[config.mk]
export PLATFORM = sky130hd
export DESIGN_NAME = dch_accum
export DESIGN_NICKNAME = d
export VERILOG_FILES = /design/src/rtl/dch_accum_pkg.sv /design/src/rtl/dch_slot_seq.sv /design/src/rtl/dch_lane.sv /design/src/rtl/dch_irq_ctl.sv /design/src/rtl/dch_accum.sv
export SDC_FILE = /design/constraint.sdc
export NUM_CORES = 1
export LEC_CHECK = 0
export BUFFER_PORTS_ARGS = -buffer_cell sky130_fd_sc_hd__buf_2
export CAP_MARGIN = 20
export CORE_ASPECT_RATIO = 1.4
export CORE_UTILIZATION = 59
export CTS_BUF_LIST = sky130_fd_sc_hd__clkbuf_8
export DETAILED_ROUTE_END_ITERATION = 8
export PLACE_DENSITY = 0.91
export SYNTH_ARGS = -nofsm -noshare
export SYNTH_HDL_FRONTEND = slang
export SYNTH_SLANG_ARGS = --single-unit
[constraint.sdc]
create_clock -name clk -period 2 [get_ports clk]
set_clock_uncertainty 0.2 [all_clocks]
set_input_delay 0 -clock clk [delete_from_list [all_inputs] [get_ports clk]]
set_output_delay 0 -clock clk [all_outputs]
set_load 0.05 [all_outputs]
[src/rtl/dch_accum_pkg.sv]
package dch_accum_pkg;
    typedef enum logic [1:0] {
        SEL_WR_LINE = 2'd0,
        SEL_RD_LINE = 2'd1,
        SEL_WR_BUS  = 2'd2,
        SEL_RD_BUS  = 2'd3
    } reg_sel_e;

    localparam int SIDE_LINE = 0;
    localparam int SIDE_BUS  = 1;
    localparam int N_SIDES   = 2;
endpackage

[src/rtl/dch_slot_seq.sv]
module dch_slot_seq #(
    parameter int SLOTS  = 4,
    parameter int SLOT_W = $clog2(SLOTS)
) (
    input  logic              clk,
    input  logic              rst_n,
    input  logic              en,
    input  logic              tick,
    output logic [SLOT_W-1:0] slot,
    output logic              last_tick
);
    typedef struct packed {
        logic [SLOT_W-1:0] cnt;
    } seq_t;

    seq_t st_d, st_q;

    always_comb begin
        st_d = st_q;
        if (!en) begin
            st_d.cnt = '0;
        end else if (tick) begin
            if (st_q.cnt == SLOT_W'(SLOTS - 1)) st_d.cnt = '0;
            else                                st_d.cnt = st_q.cnt + 1'b1;
        end
    end

    always_ff @(posedge clk) begin
        if (!rst_n) st_q <= '0;
        else        st_q <= st_d;
    end

    assign slot      = st_q.cnt;
    assign last_tick = en && tick && (st_q.cnt == SLOT_W'(SLOTS - 1));


    cnt_clear_chk: assert property (@(posedge clk) disable iff (!rst_n)
        !en |=> slot == '0);

    cnt_hold_chk: assert property (@(posedge clk) disable iff (!rst_n)
        (en && !tick) |=> $stable(slot));
endmodule

[src/rtl/dch_lane.sv]
module dch_lane #(
    parameter int PAIR_W = 2,
    parameter int SLOTS  = 4,
    parameter int SLOT_W = $clog2(SLOTS),
    parameter int BYTE_W = PAIR_W * SLOTS
) (
    input  logic              clk,
    input  logic              rst_n,
    input  logic              en,
    input  logic              tick,
    input  logic [SLOT_W-1:0] slot,
    input  logic              last_tick,
    input  logic [PAIR_W-1:0] rx_pair,
    input  logic [PAIR_W-1:0] pass_pair,
    input  logic              wr_stb,
    input  logic [BYTE_W-1:0] wdata,
    output logic [BYTE_W-1:0] rd_byte,
    output logic [BYTE_W-1:0] wr_byte,
    output logic [PAIR_W-1:0] tx_pair
);
    localparam int COL_W = BYTE_W - PAIR_W;

    typedef struct packed {
        logic [COL_W-1:0]  col;
        logic [BYTE_W-1:0] rd;
        logic [BYTE_W-1:0] wr;
        logic [PAIR_W-1:0] tx;
    } lane_t;

    lane_t st_d, st_q;

    always_comb begin
        st_d = st_q;
        if (wr_stb) st_d.wr = wdata;
        if (!en) st_d.col = '0;
        if (tick) begin
            if (en) begin
                st_d.tx = PAIR_W'(st_q.wr >> (PAIR_W * (SLOTS - 1 - int'(slot))));
                if (last_tick) begin
                    st_d.rd  = {st_q.col, rx_pair};
                    st_d.col = '0;
                end else begin
                    st_d.col = COL_W'({st_q.col, rx_pair});
                end
            end else begin
                st_d.tx = pass_pair;
            end
        end
    end

    always_ff @(posedge clk) begin
        if (!rst_n) st_q <= '0;
        else        st_q <= st_d;
    end

    assign rd_byte = st_q.rd;
    assign wr_byte = st_q.wr;
    assign tx_pair = st_q.tx;


    pass_thru_chk: assert property (@(posedge clk) disable iff (!rst_n)
        (tick && !en) |=> tx_pair == $past(pass_pair));

    rd_hold_chk: assert property (@(posedge clk) disable iff (!rst_n)
        !last_tick |=> $stable(rd_byte));

    rd_low_pair_chk: assert property (@(posedge clk) disable iff (!rst_n)
        last_tick |=> rd_byte[PAIR_W-1:0] == $past(rx_pair));
endmodule

[src/rtl/dch_irq_ctl.sv]
module dch_irq_ctl (
    input  logic clk,
    input  logic rst_n,
    input  logic cap,
    input  logic rd_a_hit,
    input  logic rd_b_hit,
    output logic irq
);
    typedef struct packed {
        logic irq;
        logic seen_a;
        logic seen_b;
    } irq_t;

    irq_t st_d, st_q;

    always_comb begin
        st_d = st_q;
        if (cap) begin
            st_d.irq    = 1'b1;
            st_d.seen_a = 1'b0;
            st_d.seen_b = 1'b0;
        end else begin
            if (rd_a_hit) st_d.seen_a = 1'b1;
            if (rd_b_hit) st_d.seen_b = 1'b1;
            if (st_d.seen_a && st_d.seen_b) begin
                st_d.irq    = 1'b0;
                st_d.seen_a = 1'b0;
                st_d.seen_b = 1'b0;
            end
        end
    end

    always_ff @(posedge clk) begin
        if (!rst_n) st_q <= '0;
        else        st_q <= st_d;
    end

    assign irq = st_q.irq;


    irq_rise_chk: assert property (@(posedge clk) disable iff (!rst_n)
        $rose(irq) |-> $past(cap));

    irq_set_chk: assert property (@(posedge clk) disable iff (!rst_n)
        cap |=> irq);

    irq_fall_chk: assert property (@(posedge clk) disable iff (!rst_n)
        $fell(irq) |-> $past(rd_a_hit || rd_b_hit));
endmodule

[src/rtl/dch_accum.sv]
module dch_accum
    import dch_accum_pkg::*;
#(
    parameter int PAIR_W = 2,
    parameter int SLOTS  = 4,
    parameter int SLOT_W = $clog2(SLOTS),
    parameter int BYTE_W = PAIR_W * SLOTS
) (
    input  logic              clk,
    input  logic              rst_n,
    input  logic              en,
    input  logic              frame_tick,
    input  logic [PAIR_W-1:0] line_rx,
    input  logic [PAIR_W-1:0] bus_rx,
    output logic [PAIR_W-1:0] line_tx,
    output logic [PAIR_W-1:0] bus_tx,
    input  logic [1:0]        reg_addr,
    input  logic              reg_wr,
    input  logic              reg_rd,
    input  logic [BYTE_W-1:0] reg_wdata,
    output logic [BYTE_W-1:0] reg_rdata,
    output logic              irq
);
    logic [SLOT_W-1:0] slot;
    logic              last_tick;
    logic [PAIR_W-1:0] rx_arr   [N_SIDES];
    logic [PAIR_W-1:0] tx_arr   [N_SIDES];
    logic [BYTE_W-1:0] rd_arr   [N_SIDES];
    logic [BYTE_W-1:0] wr_arr   [N_SIDES];
    logic              wstb_arr [N_SIDES];
    reg_sel_e          sel;

    assign sel = reg_sel_e'(reg_addr);

    assign rx_arr[SIDE_LINE]   = line_rx;
    assign rx_arr[SIDE_BUS]    = bus_rx;
    assign wstb_arr[SIDE_LINE] = reg_wr && (sel == SEL_WR_LINE);
    assign wstb_arr[SIDE_BUS]  = reg_wr && (sel == SEL_WR_BUS);

    dch_slot_seq #(.SLOTS(SLOTS), .SLOT_W(SLOT_W)) u_seq (
        .clk       (clk),
        .rst_n     (rst_n),
        .en        (en),
        .tick      (frame_tick),
        .slot      (slot),
        .last_tick (last_tick)
    );

    for (genvar s = 0; s < N_SIDES; s++) begin : g_lane
        dch_lane #(
            .PAIR_W (PAIR_W),
            .SLOTS  (SLOTS),
            .SLOT_W (SLOT_W),
            .BYTE_W (BYTE_W)
        ) u_lane (
            .clk       (clk),
            .rst_n     (rst_n),
            .en        (en),
            .tick      (frame_tick),
            .slot      (slot),
            .last_tick (last_tick),
            .rx_pair   (rx_arr[s]),
            .pass_pair (rx_arr[N_SIDES-1-s]),
            .wr_stb    (wstb_arr[s]),
            .wdata     (reg_wdata),
            .rd_byte   (rd_arr[s]),
            .wr_byte   (wr_arr[s]),
            .tx_pair   (tx_arr[s])
        );
    end

    assign line_tx = tx_arr[SIDE_LINE];
    assign bus_tx  = tx_arr[SIDE_BUS];

    always_comb begin
        unique case (sel)
            SEL_WR_LINE: reg_rdata = wr_arr[SIDE_LINE];
            SEL_RD_LINE: reg_rdata = rd_arr[SIDE_LINE];
            SEL_WR_BUS:  reg_rdata = wr_arr[SIDE_BUS];
            default:     reg_rdata = rd_arr[SIDE_BUS];
        endcase
    end

    dch_irq_ctl u_irq (
        .clk      (clk),
        .rst_n    (rst_n),
        .cap      (last_tick),
        .rd_a_hit (reg_rd && (sel == SEL_RD_LINE)),
        .rd_b_hit (reg_rd && (sel == SEL_RD_BUS)),
        .irq      (irq)
    );
endmodule

Word-level counts from Yosys, hierarchy flattened
Cells that the tools add are included.

cells by class
  add/sub/neg operators = 2
  bitwise operators = 1
  equality and inequality tests = 4
  shift operators = 2
  mux-type cells = 20
  reduce and logical (&&, ||, !) cells = 12

operator list
  kind                 number
  $shr 8x32->2         2
  $mux 14              4
  $mux 6               4
  $pmux 8 s3           1
  $mux 8               2
  $logic_and 1x1->1    7
  $eq 2x2->1 const B   3
  $mux 2               3
  $mux 3               2
  $mux 1               4
  $reduce_and 3->1     1
  $reduce_or 3->1      1
  $sub 2x2->3 const A  1
  $add 2x1->2 const B  1
  $eq 2x1->1 const B   1
  $logic_not 2->1      1
  $reduce_and 2->1     1
  $reduce_bool 2->1    1
  $not 1->1            1

storage, ports and cells
  output and inout bits = 13
  logic and storage cells = 53
  bits in registers = 53
  input port bits = 20

Logic depth before layout (Yosys ltp)
  depth in word-level cells = 7
  gate-level depth with buffers = 6
  gate-level depth less buffers = 4

Modules after synthesis
From an unflattened synthesis, not the netlist that was laid out.

unflattened totals
  cell total of the unflattened synthesis = 260
  area total of the unflattened synthesis = 2757.6 µm²

by module, submodules not included
  module        sequential area each (µm²)  cells an instance  times used  area an instance (µm²)
  dch_lane      480.5                       113                2           1151.1
  dch_accum     0.0                         14                 1           239.0
  dch_irq_ctl   60.1                        10                 1           116.4
  dch_slot_seq  40.0                        10                 1           100.1

Worst setup path after synthesis
OpenSTA, ideal clock, no wires.

  kind = reg-to-reg
  start point = reg u_seq.st_q, in the netlist u_seq.slot[1]
  end point = reg g_lane[0].u_lane.st_q, in the netlist g_lane[0].u_lane.rd_byte[6]
  data required time = 1.683 ns
  data arrival time = 1.352 ns
  path buffers = 2
  period minus slack after synthesis = 1.669 ns
  stages on the path, launching flop included = 7
  library setup time = 0.117 ns
  slack = 0.331 ns
  cells stage by stage = dfxtp_1 > ha_1 > nand3_2 > and2_1 > buf_6 > buf_6 > a22o_1

on the way
  cells in the longest elaborated chain, start to end = 3

RTL lines
  element                     line                RTL
  start, declared             dch_slot_seq.sv:16  seq_t st_d, st_q;
  start signal, assigned      dch_slot_seq.sv:30  else st_q <= st_d;
  $eq 2x2->1                  dch_slot_seq.sv:34  assign last_tick = en && tick && (st_q.cnt == SLOT_W'(SLOTS - 1));
  $logic_and 1x1->1           dch_slot_seq.sv:34
  $reduce_and 3->1 (no line)  n/a
  end signal, assigned        dch_lane.sv:53      else st_q <= st_d;
  end, declared               dch_lane.sv:30      lane_t st_d, st_q;

No other way between the ends.
A chain may end at the register's enable or synchronous reset.

Worst setup path in the final report
  start point = reg u_seq.st_q, in the netlist u_seq.slot[1]
  end point = reg g_lane[1].u_lane.st_q, in the netlist g_lane[1].u_lane.rd_byte[6]

on the way
  cells in the longest elaborated chain, start to end = 3

RTL lines
  element                     line
  $eq 2x2->1                  dch_slot_seq.sv:34
  $logic_and 1x1->1           dch_slot_seq.sv:34
  $reduce_and 3->1 (no line)  n/a
  end signal, assigned        dch_lane.sv:53
  end, declared               dch_lane.sv:30

No other way between the ends.

==> metrics.txt <==
DP Wirelength 3290 um; WS Path Type flip-flop to flip-flop; average size of a mapped cell 10.8 um2; vias per inst 6.02; Max VDD drop 0.687 mV; worst-margin pin slew 0.541 ns; maximum clock frequency 534 MHz; fin nets 287; syn_nets 240; layout cells sized above 1 22.1%; Ports 33; I/O Buffers 32; Starting Density 63.1%; Residual DRC 0; detailed-route via count 1,859; FF-to-FF setup slack 0.13 ns; Placed Cells 278; GR Overflow Total 0; initial antenna violation count 0; Ys Warns 0; iteration count of the initial detailed-routing pass 4; Yosys top cell by area dfxtp_1; setup bufs post-CTS 0; Die W 55.5 um; CTS Buf Count 5; Required @ worst endpoint 2.00 ns; max cap viols 0; Comb pwr share 11.2%; routability cong. 0.742; Slew Viols, Final 0; Ant. Diodes 0; period utilization 93.6%; setup violators final 0; Fillers 231; outcome complete, no violations; Die Ht 76.9 um; htree depth 2; Clock power frac 36.6%; RSZ-0062 raised after global routing false; Seq pwr share 52.2%; final WL 5520 um; critical-path maximum fanout 7; Net Switching 0.509 mW; type of the tightest min-delay check primary input to flip-flop; Final Critical Period 1.87 ns; CP Data Arrival Time 1.88 ns; largest net degree at the start of global routing 35; Synth area leaders dfxtp_1 45%, mux2i_1 8.1%, mux4_2 7.6%, nor2b_1 5.8%, a22o_1 5.6%; multi-input logic area 1170 um2; first-pass GRT wire length 8970 um; CTS tree yes; Synth Cell Area 2360 um2; Final Hold Slack 0.0676 ns; post-route ant nets 0; Sink Count 53; internal power 1.59 mW; CP Launch Type flip-flop; Max transition margin 63.9%; Post-Route Setup TNS 0 ns; Longest Clk Path Bufs 2; Avg WL per Cell 17.9 um; gr usage total 27.1%; Worst-path clk slew 0.09 ns; Rows 26; sequential share of the synthesized area 44.9%; Yosys top cell area share 44.9%; worst r2r src u_seq.slot[1]; Power Dens Cells 737 nW/um2; vias in the first global route 1,896; synthesized flop and latch total 53; core area 3740 um2; root buf cell clkbuf_8; hold_sp reg_addr[1]; most common cell after layout, fill and taps aside dfxtp_1; Hold Vio Cnt, Final 0; FF-to-FF End g_lane[1].u_lane.rd_byte[6]; Clock Latency Late Sink 0.31 ns; sw frac 24.3%; die area 4260 um2; Worst Reg-to-Reg Cells 5; Non-Filler Instances 309; Gate Count Post-Synth 219; leakage power figure 1.16 nW; Area Growth Syn to Fin 20.6%; Critical Path Sink Type flip-flop; WHS Endpoint u_irq.st_q[1]; Netlist cell types 30; worst hold path depth 4; Reg area 1060 um2; commonest cells after routing, fill and taps aside 52 x dfxtp_1, 32 x buf_2, 23 x dlygate4sd3_1, 22 x nor2b_1, 19 x mux2i_1; DRT iter0 DRCs 58
-- state kept, by name, indices dropped and copies added, names as in the netlist --
register               count
u_irq.st_q                 2
g_lane.u_lane.st_q        12
g_lane.u_lane.rd_byte     16
u_seq.slot                 2
u_irq.irq                  1
g_lane.u_lane.wr_byte     16
g_lane.u_lane.tx_pair      4
-- power groups by stage --
stage / Combinational [mW] / Clock [mW] / Sequential, mW
3_5_place_dp: 0.198 / 0 / 1.12
2_1_floorplan: 0.158 / 0 / 1.11
4_1_cts: 0.231 / 0.766 / 1.10
5_1_grt: 0.251 / 0.809 / 1.10
3_3_place_gp: 0.192 / 0 / 1.12
6_report: 0.236 / 0.768 / 1.10
-- what timing repair did --
item / CTS / global route
hold buffers: 23 / 0
setup endpoints to repair: 0 / 16
gates resized for setup: 0 / 3
endpoints found under the hold margin: 41 / 0
-- cell families (layout without fill, tap and decap cells) --
kind of cell               count (synthesis)  in the layout  synth area share, %
buffers and inverters                     22             70                 5.56
muxes                                     36             36                 20.0
and+or+nand+nor                           64             64                 16.9
DFF                                       53             53                 44.9
AOI/OAI and AO/OA                         43             43                 12.1
adders and majority gates                  1              1                0.530
-- stage by stage --
| stage | setup WS (ns) | instance area (um2) | utilization [%] | power, mW |
|---|---|---|---|---|
| after floorplan | 0.331 | 2360 | - | 1.27 |
| after global placement | 0.250 | 2490 | 66.6 | 1.31 |
| after detailed placement | 0.161 | 2490 | 66.6 | 1.32 |
| after CTS | 0.0615 | 2840 | 76.0 | 2.09 |
| after global routing | 0.0288 | 2850 | 76.1 | 2.16 |
| final | 0.127 | 2850 | 76.1 | 2.10 |
-- critical path: stages (launching register included) --
cell           delay (ns)
dfxtp_4              0.40
ha_2                 0.21
nand3_2              0.09
dlygate4sd3_1        0.58
mux2i_1              0.20
nor2b_1              0.08
-- per-layer routing --
| layer | global-route usage [%] | share of wire (%) | vias up |
|---|---|---|---|
| met2 | 47.0 | 52 | 53 |
| met3 | 5.73 | 3.7 | 20 |
| li1 | - | - | 881 |
| met4 | 14.8 | 3.9 | 0 |
| met5 | 0 | 0 | - |
| met1 | 30.6 | 40 | 905 |
-- worst max path at each step --
| stage | startpoint | endpoint | slack (ns) | cells after the start |
|---|---|---|---|---|
| after detailed placement | u_seq.slot[1] | g_lane[0].u_lane.rd_byte[6] | 0.16 | 5 |
| after floorplan | u_seq.slot[1] | g_lane[0].u_lane.rd_byte[6] | 0.33 | 6 |
| final | u_seq.slot[1] | g_lane[1].u_lane.rd_byte[6] | 0.13 | 5 |
| after global routing | u_seq.slot[1] | g_lane[1].u_lane.rd_byte[6] | 0.03 | 5 |
| after global placement | u_seq.slot[1] | g_lane[1].u_lane.rd_byte[7] | 0.25 | 5 |
| after CTS | u_seq.slot[1] | g_lane[1].u_lane.rd_byte[0] | 0.06 | 5 |
-- cell type report --
cell class / count / share of cell area [%]
Clock inverter: 2 / 1.32
Sequential cell: 53 / 37.4
Clock buffer: 6 / 2.90
Timing Repair Buffer: 61 / 15.3
Multi-Input combinational cell: 144 / 41.1
Tap cell: 42 / 1.85
Inverter: 1 / 0.132
-- cells in the mapped netlist --
cell and n:
dfxtp_1 53, nor2b_1 22, mux2i_1 19, a21oi_1 16
a22o_1 15, nand3b_1 13, nand2b_1 12, mux2_1 9
mux4_2 8, buf_4 7, a31oi_1 6, buf_2 6
clkbuf_1 5, nand3_1 4, nand2_1 3, nor2_1 3
buf_6 2, nor3_1 2, o21ai_0 2, o21ai_1 2
a32o_1 1, and2_1 1, buf_1 1, ha_1 1
inv_1 1, nand2_2 1, nand3_2 1, nor2_2 1
nor3b_1 1, o22ai_1 1
No activity file was read; power rests on OpenSTA's default activity.
